<file path="src/rtl/phy_lr_pkg.sv">
package phy_lr_pkg;

    typedef enum logic [2:0] {
        ST_IDLE,
        ST_SCAN,
        ST_CTRL,
        ST_POLL,
        ST_ADV,
        ST_LPA
    } lr_state_e;

    // Management register numbers
    localparam logic [4:0] MR_CTRL = 5'd0;
    localparam logic [4:0] MR_STAT = 5'd1;
    localparam logic [4:0] MR_ID1  = 5'd2;
    localparam logic [4:0] MR_ADV  = 5'd4;
    localparam logic [4:0] MR_LPA  = 5'd5;

    // Bit positions inside the registers
    localparam int B_LINK   = 2;
    localparam int B_ANDONE = 5;
    localparam int B_ANEN   = 12;
    localparam int B_SPD    = 13;
    localparam int B_FD     = 8;
    localparam int B_ABL_LO = 5;   // ability nibble is bits 8..5
    localparam int B_ABL_HI = 8;

    localparam logic [15:0] ID_EMPTY = 16'h0000;
    localparam logic [15:0] ID_FLOAT = 16'hFFFF;

endpackage

</file>
<file path="src/rtl/mgmt_access_unit.sv">
module mgmt_access_unit #(
    parameter int unsigned TIMEOUT_CYC = 25_000_000
) (
    input  logic        clk,
    input  logic        rst_n,
    input  logic        go_i,
    input  logic        done_i,
    input  logic [15:0] rdata_i,
    output logic        req_o,
    output logic        busy_o,
    output logic        fin_o,
    output logic [15:0] data_o
);
    localparam int CW = $clog2(TIMEOUT_CYC + 1);

    typedef struct packed {
        logic          busy;
        logic          req;
        logic          fin;
        logic [CW-1:0] cnt;
        logic [15:0]   data;
    } acc_t;

    acc_t acc_d, acc_q;

    always_comb begin
        acc_d     = acc_q;
        acc_d.req = 1'b0;
        acc_d.fin = 1'b0;
        if (!acc_q.busy) begin
            if (go_i) begin
                acc_d.busy = 1'b1;
                acc_d.req  = 1'b1;
                acc_d.cnt  = '0;
            end
        end else if (done_i) begin
            acc_d.busy = 1'b0;
            acc_d.fin  = 1'b1;
            acc_d.data = rdata_i;
        end else if (acc_q.cnt == CW'(TIMEOUT_CYC - 1)) begin
            acc_d.busy = 1'b0;
            acc_d.fin  = 1'b1;
            acc_d.data = 16'hFFFF;
        end else begin
            acc_d.cnt = acc_q.cnt + CW'(1);
        end
    end

    always_ff @(posedge clk or negedge rst_n) begin
        if (!rst_n) acc_q <= '0;
        else        acc_q <= acc_d;
    end

    assign req_o  = acc_q.req;
    assign busy_o = acc_q.busy;
    assign fin_o  = acc_q.fin;
    assign data_o = acc_q.data;

    // the request strobe lasts exactly one cycle
    a_r5_strobe_single: assert property (@(posedge clk) disable iff (!rst_n)
        req_o |=> !req_o);

    // a completion not caused by done carries all ones
    a_r6_timeout_all_ones: assert property (@(posedge clk) disable iff (!rst_n)
        (fin_o && !$past(done_i)) |-> (data_o == 16'hFFFF));

    // the wait counter never passes its limit
    a_r6_wait_bounded: assert property (@(posedge clk) disable iff (!rst_n)
        busy_o |-> (acc_q.cnt < CW'(TIMEOUT_CYC)));

endmodule

</file>
<file path="src/rtl/link_wait_timer.sv">
module link_wait_timer #(
    parameter int unsigned LIMIT = 200_000_000
) (
    input  logic clk,
    input  logic rst_n,
    input  logic clear_i,
    output logic expired_o
);
    localparam int CW = $clog2(LIMIT + 1);

    typedef struct packed {
        logic [CW-1:0] cnt;
    } tmr_t;

    tmr_t tmr_d, tmr_q;

    always_comb begin
        tmr_d = tmr_q;
        if (clear_i)
            tmr_d.cnt = '0;
        else if (tmr_q.cnt != CW'(LIMIT))
            tmr_d.cnt = tmr_q.cnt + CW'(1);
    end

    always_ff @(posedge clk or negedge rst_n) begin
        if (!rst_n) tmr_q <= '0;
        else        tmr_q <= tmr_d;
    end

    assign expired_o = (tmr_q.cnt == CW'(LIMIT));

    // once expired the timer stays expired until cleared
    a_r4_expiry_sticky: assert property (@(posedge clk) disable iff (!rst_n)
        (expired_o && !clear_i) |=> expired_o);

endmodule

</file>
<file path="src/rtl/ability_resolver.sv">
module ability_resolver (
    input  logic       use_an_i,
    input  logic [3:0] common_i,   // [3]=100 full [2]=100 half [1]=10 full [0]=10 half
    input  logic       ctrl_spd_i,
    input  logic       ctrl_fd_i,
    output logic       spd_o,
    output logic       fd_o
);
    always_comb begin
        if (!use_an_i) begin
            spd_o = ctrl_spd_i;
            fd_o  = ctrl_fd_i;
        end else if (common_i[3]) begin
            spd_o = 1'b1;
            fd_o  = 1'b1;
        end else if (common_i[2]) begin
            spd_o = 1'b1;
            fd_o  = 1'b0;
        end else if (common_i[1]) begin
            spd_o = 1'b0;
            fd_o  = 1'b1;
        end else if (common_i[0]) begin
            spd_o = 1'b0;
            fd_o  = 1'b0;
        end else begin
            spd_o = 1'b1;
            fd_o  = 1'b1;
        end
    end

    // the strongest common ability always wins
    always_comb begin
        if (use_an_i && common_i[3])
            a_r7_top_priority: assert (spd_o && fd_o);
    end

endmodule

</file>
<file path="src/rtl/phy_link_resolver.sv">
module phy_link_resolver
    import phy_lr_pkg::*;
#(
    parameter int unsigned CLK_HZ = 50_000_000
) (
    input  logic        clk,
    input  logic        rst_n,
    input  logic        start_i,
    output logic        mgmt_req_o,
    output logic [4:0]  mgmt_phy_o,
    output logic [4:0]  mgmt_reg_o,
    input  logic        mgmt_done_i,
    input  logic [15:0] mgmt_rdata_i,
    output logic        found_o,
    output logic [4:0]  phy_addr_o,
    output logic        link_up_o,
    output logic        speed100_o,
    output logic        full_duplex_o,
    output logic        done_o
);
    localparam int unsigned ACC_CYC  = CLK_HZ / 2;
    localparam int unsigned LINK_CYC = CLK_HZ * 4;

    typedef struct packed {
        lr_state_e  state;
        logic       kick;
        logic       issue;
        logic       tclr;
        logic [4:0] phy;
        logic [4:0] rsel;
        logic       an_en;
        logic       c_spd;
        logic       c_fd;
        logic [3:0] adv;
        logic       found;
        logic [4:0] paddr;
        logic       link;
        logic       spd;
        logic       fd;
        logic       done;
    } ctl_t;

    localparam ctl_t CTL_RST = '{
        state: ST_IDLE, kick: 1'b1, issue: 1'b0, tclr: 1'b0,
        phy: 5'd0, rsel: MR_ID1, an_en: 1'b0, c_spd: 1'b0, c_fd: 1'b0,
        adv: 4'd0, found: 1'b0, paddr: 5'd0, link: 1'b0,
        spd: 1'b1, fd: 1'b1, done: 1'b0
    };

    ctl_t ctl_d, ctl_q;

    logic        acc_busy;
    logic        acc_fin;
    logic [15:0] acc_data;
    logic        t_exp;
    logic        use_an;
    logic [3:0]  common;
    logic        res_spd;
    logic        res_fd;

    mgmt_access_unit #(.TIMEOUT_CYC(ACC_CYC)) u_acc (
        .clk     (clk),
        .rst_n   (rst_n),
        .go_i    (ctl_q.issue),
        .done_i  (mgmt_done_i),
        .rdata_i (mgmt_rdata_i),
        .req_o   (mgmt_req_o),
        .busy_o  (acc_busy),
        .fin_o   (acc_fin),
        .data_o  (acc_data)
    );

    link_wait_timer #(.LIMIT(LINK_CYC)) u_tmr (
        .clk       (clk),
        .rst_n     (rst_n),
        .clear_i   (ctl_q.tclr),
        .expired_o (t_exp)
    );

    assign use_an = (ctl_q.state == ST_LPA);
    assign common = ctl_q.adv & acc_data[B_ABL_HI:B_ABL_LO];

    ability_resolver u_res (
        .use_an_i   (use_an),
        .common_i   (common),
        .ctrl_spd_i (ctl_q.c_spd),
        .ctrl_fd_i  (ctl_q.c_fd),
        .spd_o      (res_spd),
        .fd_o       (res_fd)
    );

    always_comb begin
        ctl_d       = ctl_q;
        ctl_d.issue = 1'b0;
        ctl_d.tclr  = 1'b0;
        ctl_d.done  = 1'b0;
        unique case (ctl_q.state)
            ST_IDLE: begin
                if (ctl_q.kick || start_i) begin
                    ctl_d.kick  = 1'b0;
                    ctl_d.found = 1'b0;
                    ctl_d.link  = 1'b0;
                    ctl_d.spd   = 1'b1;
                    ctl_d.fd    = 1'b1;
                    ctl_d.paddr = 5'd0;
                    ctl_d.phy   = 5'd0;
                    ctl_d.rsel  = MR_ID1;
                    ctl_d.issue = 1'b1;
                    ctl_d.state = ST_SCAN;
                end
            end
            ST_SCAN: begin
                if (acc_fin) begin
                    if (acc_data != ID_EMPTY && acc_data != ID_FLOAT) begin
                        ctl_d.found = 1'b1;
                        ctl_d.paddr = ctl_q.phy;
                        ctl_d.rsel  = MR_CTRL;
                        ctl_d.issue = 1'b1;
                        ctl_d.state = ST_CTRL;
                    end else if (&ctl_q.phy) begin
                        ctl_d.done  = 1'b1;
                        ctl_d.state = ST_IDLE;
                    end else begin
                        ctl_d.phy   = ctl_q.phy + 5'd1;
                        ctl_d.issue = 1'b1;
                    end
                end
            end
            ST_CTRL: begin
                if (acc_fin) begin
                    ctl_d.an_en = acc_data[B_ANEN];
                    ctl_d.c_spd = acc_data[B_SPD];
                    ctl_d.c_fd  = acc_data[B_FD];
                    ctl_d.rsel  = MR_STAT;
                    ctl_d.issue = 1'b1;
                    ctl_d.tclr  = 1'b1;
                    ctl_d.state = ST_POLL;
                end
            end
            ST_POLL: begin
                if (acc_fin) begin
                    if ((acc_data[B_LINK] && (!ctl_q.an_en || acc_data[B_ANDONE])) || t_exp) begin
                        ctl_d.link = acc_data[B_LINK];
                        if (!acc_data[B_LINK]) begin
                            ctl_d.done  = 1'b1;
                            ctl_d.state = ST_IDLE;
                        end else if (ctl_q.an_en && acc_data[B_ANDONE]) begin
                            ctl_d.rsel  = MR_ADV;
                            ctl_d.issue = 1'b1;
                            ctl_d.state = ST_ADV;
                        end else begin
                            ctl_d.spd   = res_spd;
                            ctl_d.fd    = res_fd;
                            ctl_d.done  = 1'b1;
                            ctl_d.state = ST_IDLE;
                        end
                    end else begin
                        ctl_d.issue = 1'b1;
                    end
                end
            end
            ST_ADV: begin
                if (acc_fin) begin
                    ctl_d.adv   = acc_data[B_ABL_HI:B_ABL_LO];
                    ctl_d.rsel  = MR_LPA;
                    ctl_d.issue = 1'b1;
                    ctl_d.state = ST_LPA;
                end
            end
            ST_LPA: begin
                if (acc_fin) begin
                    ctl_d.spd   = res_spd;
                    ctl_d.fd    = res_fd;
                    ctl_d.done  = 1'b1;
                    ctl_d.state = ST_IDLE;
                end
            end
            default: ctl_d.state = ST_IDLE;
        endcase
    end

    always_ff @(posedge clk or negedge rst_n) begin
        if (!rst_n) ctl_q <= CTL_RST;
        else        ctl_q <= ctl_d;
    end

    assign mgmt_phy_o    = ctl_q.phy;
    assign mgmt_reg_o    = ctl_q.rsel;
    assign found_o       = ctl_q.found;
    assign phy_addr_o    = ctl_q.paddr;
    assign link_up_o     = ctl_q.link;
    assign speed100_o    = ctl_q.spd;
    assign full_duplex_o = ctl_q.fd;
    assign done_o        = ctl_q.done;

    // the access target does not move while an access is outstanding
    a_r5_target_stable: assert property (@(posedge clk) disable iff (!rst_n)
        (acc_busy && $past(acc_busy)) |-> ($stable(mgmt_phy_o) && $stable(mgmt_reg_o)));

    // a new access is only launched when none is outstanding
    a_r5_single_outstanding: assert property (@(posedge clk) disable iff (!rst_n)
        ctl_q.issue |-> !acc_busy);

    // a not-found result carries the default configuration
    a_r2_notfound_default: assert property (@(posedge clk) disable iff (!rst_n)
        (done_o && !found_o) |-> (!link_up_o && speed100_o && full_duplex_o));

    // a link-down result carries the default configuration
    a_r4_linkdown_default: assert property (@(posedge clk) disable iff (!rst_n)
        (done_o && !link_up_o) |-> (speed100_o && full_duplex_o));

    // done is a single-cycle pulse
    a_r10_done_pulse: assert property (@(posedge clk) disable iff (!rst_n)
        done_o |=> !done_o);

endmodule

</file>
<file path="config.mk">
export PLATFORM = sky130hd
export DESIGN_NAME = phy_link_resolver
export DESIGN_NICKNAME = d
export VERILOG_FILES = /design/src/rtl/phy_lr_pkg.sv /design/src/rtl/mgmt_access_unit.sv /design/src/rtl/link_wait_timer.sv /design/src/rtl/ability_resolver.sv /design/src/rtl/phy_link_resolver.sv
export SDC_FILE = /design/constraint.sdc
export NUM_CORES = 1
export LEC_CHECK = 0
export CAP_MARGIN = 30
export CELL_PAD_IN_SITES_DETAIL_PLACEMENT = 0
export CELL_PAD_IN_SITES_GLOBAL_PLACEMENT = 1
export CORE_MARGIN = 4
export CORE_UTILIZATION = 50
export DETAILED_ROUTE_END_ITERATION = 10
export DONT_BUFFER_PORTS = 1
export HOLD_SLACK_MARGIN = 0.15
export PLACE_DENSITY = 0.92
export SLEW_MARGIN = 30
export SYNTH_ARGS = -nofsm -noshare
export SYNTH_HDL_FRONTEND = slang
export SYNTH_HIERARCHICAL = 1
export SYNTH_SLANG_ARGS = --single-unit
export TNS_END_PERCENT = 50
</file>
<file path="constraint.sdc">
create_clock -name clk -period 2.6 [get_ports clk]
set_input_delay 0.52 -clock clk [delete_from_list [all_inputs] [get_ports clk]]
set_output_delay 0.52 -clock clk [all_outputs]
set_load 0.1 [all_outputs]
</file>
* After elaboration in Yosys (flattened, before gate mapping)
Index checks and enable logic that the tools add are counted.
** Operators by class
- Mux-type cells :: 77
- $add $sub $neg :: 3
- Bitwise logic cells :: 1
- Reduce and logical (&&, ||, !) cells :: 28
- Equality and inequality tests :: 25
** Operators with widths (count)
- $mux W25 :: 4
- $mux W28 :: 2
- $mux W5 :: 9
- $mux W3 :: 12
- $mux W16 :: 2
- $mux W1 :: 29
- $add A28 B1 Y28 const B :: 1
- $eq A28 B28 Y1 const B :: 1
- $ne A28 B28 Y1 const B :: 1
- $add A25 B1 Y25 const B :: 1
- $eq A25 B25 Y1 const B :: 1
- $pmux W5 S5 :: 1
- $mux W10 :: 2
- $ne A2 B2 Y1 const B :: 10
- $pmux W3 S6 :: 1
- $ne A16 B16 Y1 const B :: 1
- $reduce_bool A16 Y1 :: 1
- $mux W6 :: 2
- $pmux W6 S2 :: 1
- $ne A2 B1 Y1 const B :: 5
- $pmux W5 S2 :: 1
- $reduce_and A10 Y1 :: 1
- $reduce_and A5 Y1 :: 2
- $reduce_bool A2 Y1 :: 5
- 25 further kinds :: 38
** Storage, ports and cells
- Word-level logic and storage cells :: 156
- Register bits :: 105

* Depth between registers and ports, before layout
- Word-level depth :: 11
- Mapped depth :: 9
- Gate-level depth less buffers :: 9

* Cells and area by module
The synthesis kept the hierarchy.
** By module, submodules not included
- mgmt_access_unit :: cells an instance 225, instances 1, area an instance 2319.7 um^2
- phy_link_resolver :: cells an instance 201, instances 1, area an instance 1921.8 um^2
- link_wait_timer :: cells an instance 167, instances 1, area an instance 1582.8 um^2
- ability_resolver :: cells an instance 6, instances 1, area an instance 38.8 um^2

* Worst setup path after synthesis
Ideal clock, no wire load.
- Path type :: reg2reg
- Start point :: reg u_tmr/tmr_q[0] (netlist name)
- End point :: reg ctl_q (netlist bit mgmt_reg_o[2])
- Setup slack :: 0.270 ns
- Library setup time :: 0.125 ns
- Buffers on the path :: 0
- Period minus slack after synthesis :: 2.330 ns
- Stages on the path, launching flop included :: 10
- Arrival time :: 2.205 ns
- Data required time :: 2.475 ns
- Path through :: dfrtp_1 > inv_1 > ha_1 > nor4bb_1 > nand2_1 > nor3_1 > a211oi_1 > o221a_2 > a211o_1 > mux2_4
** Between the ends
- Cells in the longest elaborated chain, start to end :: 4
** Ends and longest elaborated chain
- start: declaration :: line link_wait_timer.sv:15 : tmr_t tmr_d, tmr_q;
- start signal: assignment :: line link_wait_timer.sv:27 : else tmr_q <= tmr_d;
- $eq A28 B28 Y1 :: line link_wait_timer.sv:30 : assign expired_o = (tmr_q.cnt == CW'(LIMIT));
- via t_exp :: line phy_link_resolver.sv:55 : logic t_exp;
- $logic_or A1 B1 Y1 :: line phy_link_resolver.sv:142 : if ((acc_data[B_LINK] && (!ctl_q.an_en || acc_data[B_ANDONE])) || t_exp) begin
- $ne A2 B2 Y1 (no line)
- $reduce_and A10 Y1 (no line)
- end signal: assignment :: line phy_link_resolver.sv:184 : else ctl_q <= ctl_d;
- end: declaration :: line phy_link_resolver.sv:50 : ctl_t ctl_d, ctl_q;
The timed path passes the listed nets, and every way through them passes these cells.
A chain may end at the register's enable or synchronous reset.

* Final worst setup path
- Start point :: reg u_tmr/tmr_q[8] (netlist name)
- End point :: reg ctl_q (netlist bit mgmt_reg_o[2])
The elaborated chain is that of the path after synthesis.

==> reports/metrics.cfg <==
[power]
intPower_mw = 3.345
share_comb_of_total_power_pct = 29.2
power.leakage_nw = 2.620
power_mw = 5.544
vdd_drop_max_mv = 0.7638
seqPwrFrac_pct = 47.1
p_per_area_nw_per_um2 = 902.4
switchingPower_mw = 2.199
clkPwrFrac_pct = 23.7
switching_share_pct = 39.67

[timing]
finalHoldViolations = 99
fin_crit_ns = 2.506
final_max_slew_viol_count = 0
tightest_slew_ns = 0.9095
slew_headroom_pct = 39.37
rsz0062_at_grt = false
fmax_mhz = 399.1
finClkSkew_ns = 0.007090
fin_crit_sh_pct = 96.38
fin_setup_tns_ns = 0
hold_slack_ns = -0.1353
setup_viol = 0

[logic_synthesis]
yosys.cell_types.count = 77
ys.warnings.count = 6
synth-edff-count = 0
synth_cells = 599
synth_common_cells = dfrtp_1 (99), nand2_1 (51), buf_4 (34)
ys_ff_latch = 103
synth.area.top_cells = dfrtp_1 (42%), buf_4 (4.4%), nand2_1 (3.3%)
ys_seq_area_share_pct = 44.05
avgSynthCellArea_um2 = 9.788
synthesis.area_um2 = 5863
async_flop_share_pct = 100.0
synthFlopType = dfrtp_1
yosysMostFrequentCell = dfrtp_1
yosysTopAreaCell = dfrtp_1
synth_top_area_share_pct = 42.25

[clock_tree]
cts_buffers = 9
cts_sinks = 103
cts-root-buf = clkbuf_16
post_cts.repair.setup_buffers = 0
cts_buffer_depth = 2
h-tree-depth = 3
cts_tree = built
clock_latency_ns = 0.35
clk_pin_slew_ns = 0.07

[floorplan]
die_w_um = 116.3
initial_core_util_pct = 51.13
coreArea_um2 = 11470
core.rowCount = 39
die_area_um2 = 13520
die_h_um = 116.3
pin_count = 41

[finish]
layout-drive-gt1-share_pct = 15.02
fin_nets = 606
diodes = 0
area_delta_synth_final_pct = 4.780

[routing]
drc_errors = 0
routed-via-count = 4487
ant_nets = 0
drtIter0Drc = 300
wirelength_mm = 12.56
wl_per_cell_um = 17.22
dr.pass1.iters = 5
viasPerCell = 6.155

[placement]
dp.final_hpwl_mm = 8.911
place.gp.congestion = 0.9275
portBuffers = 0

[flow_run]
cap_violations = 0

[critical_path]
crit_required_ns = 2.83
critPathKind = reg2reg
rrSetupSlack_ns = 0.09
critPathLaunchType = flip-flop
r2r_cells = 7
worstPathArrival_ns = 2.74
r2r-end = mgmt_reg_o[2]$_DFFE_PN0P_
critPathCaptureType = flip-flop
critical_path.max_fanout = 4
r2r_start = u_tmr/tmr_q[8]$_DFFE_PN0P_

[grt]
grt-ovfl-total = 0
grt_pass1_wl_mm = 20.65
track_usage_pct = 19.28
antenna_found_initial = 0
grt_max_degree = 104
grt_pass1_vias = 4282

[status]
violations = negative hold slack
status = finished, violations left

[hold_path]
hold_path.class = in2async

-- registers in the layout, indices dropped and copies added (netlist names), 3 cells and up --
signal	flops
ctl_q	13
u_tmr/tmr_q	28
mgmt_reg_o	3
mgmt_phy_o	5
phy_addr_o	5
u_acc/acc_q	25
u_acc/data_o	16
-- critical path, cell delays in order, from the launching register on --
cell and delay (ns):
dfrtp_1 0.41, nor4bb_1 0.51, nand4_1 0.18, nor3_2 0.29
a211oi_1 0.09, o221a_2 0.30, a211o_1 0.32, mux2_4 0.30
-- per-stage QoR --
step,hold slack [ns],instance area (um2),cells,util (%),worst slack [ns]
2_1_floorplan,0.2244,5867,600,-,0.2701
3_3_place_gp,0.2270,5841,713,50.93,0.1457
3_5_place_dp,0.2275,5841,713,50.93,0.07016
4_1_cts,-0.1516,6132,729,53.48,0.05088
5_1_grt,-0.1570,6143,729,53.57,0.02967
6_report,-0.1353,6143,729,53.57,0.09419
-- how the worst max path moves through the flow --
stage	startpoint	endpoint	slack [ns]	depth (start not counted)
finish	u_tmr/tmr_q[8]$_DFFE_PN0P_	mgmt_reg_o[2]$_DFFE_PN0P_	0.09	7
global route	u_tmr/tmr_q[8]$_DFFE_PN0P_	mgmt_reg_o[2]$_DFFE_PN0P_	0.03	7
CTS	u_tmr/tmr_q[4]$_DFFE_PN0P_	mgmt_reg_o[2]$_DFFE_PN0P_	0.05	7
detailed placement	u_tmr/tmr_q[4]$_DFFE_PN0P_	mgmt_reg_o[2]$_DFFE_PN0P_	0.07	7
global placement	u_tmr/tmr_q[4]$_DFFE_PN0P_	mgmt_reg_o[2]$_DFFE_PN0P_	0.15	7
floorplan	u_tmr/tmr_q[0]$_DFFE_PN0P_	mgmt_reg_o[2]$_DFFE_PN0P_	0.27	9
-- layout make-up --
type / count / area (um2)
fillers: 989 / 5324
multi-input cells: 413 / 2786
clock inverters: 6 / 52.55
repair buffers: 27 / 202.7
flip-flops and latches: 103 / 2582
well taps: 143 / 178.9
clock buffers: 10 / 239.0
inverters: 27 / 101.3
-- routing by layer --
metal | track usage, % | vias to the layer above | share of wire [%]
met5 | 0 | - | 0
met3 | 5.026 | 16 | 5.1
met1 | 24.96 | 2222 | 44
li1 | - | 2157 | -
met2 | 31.66 | 92 | 49
met4 | 6.265 | 0 | 1.8
-- repair_timing --
action / 4_1_cts / 5_1_grt
endpoints found under the setup margin: 0 / 1
hold endpoints to repair: 103 / 103
resized for setup: 0 / 2
-- cell usage in the layout, fill, tap and decap left out, drive strengths merged, types with 10 or more instances in the layout --
cell type   n
a31oi      15
nor2       29
o22a       17
and4       12
nand2      51
or4        11
a21oi      32
o21ai      26
nor4       14
dfrtp      99
nor3       15
nand4      23
buf        27
nand3      23
o31ai      12
mux2i      17
and3       14
inv        28
mux2       11
clkbuf     10
-- logic make-up after synthesis --
family                   count (synthesis)  share of synthesized area [%]
AND/OR/NAND/NOR                        228                          23.15
AO/OA/AOI/OAI                          138                          16.05
flip-flops                             103                          44.05
buffers and inverters                   84                          8.685
multiplexers                            28                          5.143
XOR/XNOR                                12                          1.793
adder cells (fa/ha/maj)                  5                          1.067
other                                    1                        0.06396
-- power groups by stage --
stage,Combinational [mW],Clock (mW),Sequential [mW]
after floorplan,1.75,0,2.31
after global placement,1.55,0,2.60
after detailed placement,1.60,0,2.63
after CTS,1.61,1.35,2.60
after global routing,1.79,1.42,2.66
final,1.62,1.32,2.61
Note: power is estimated with default switching activity, not from simulation.
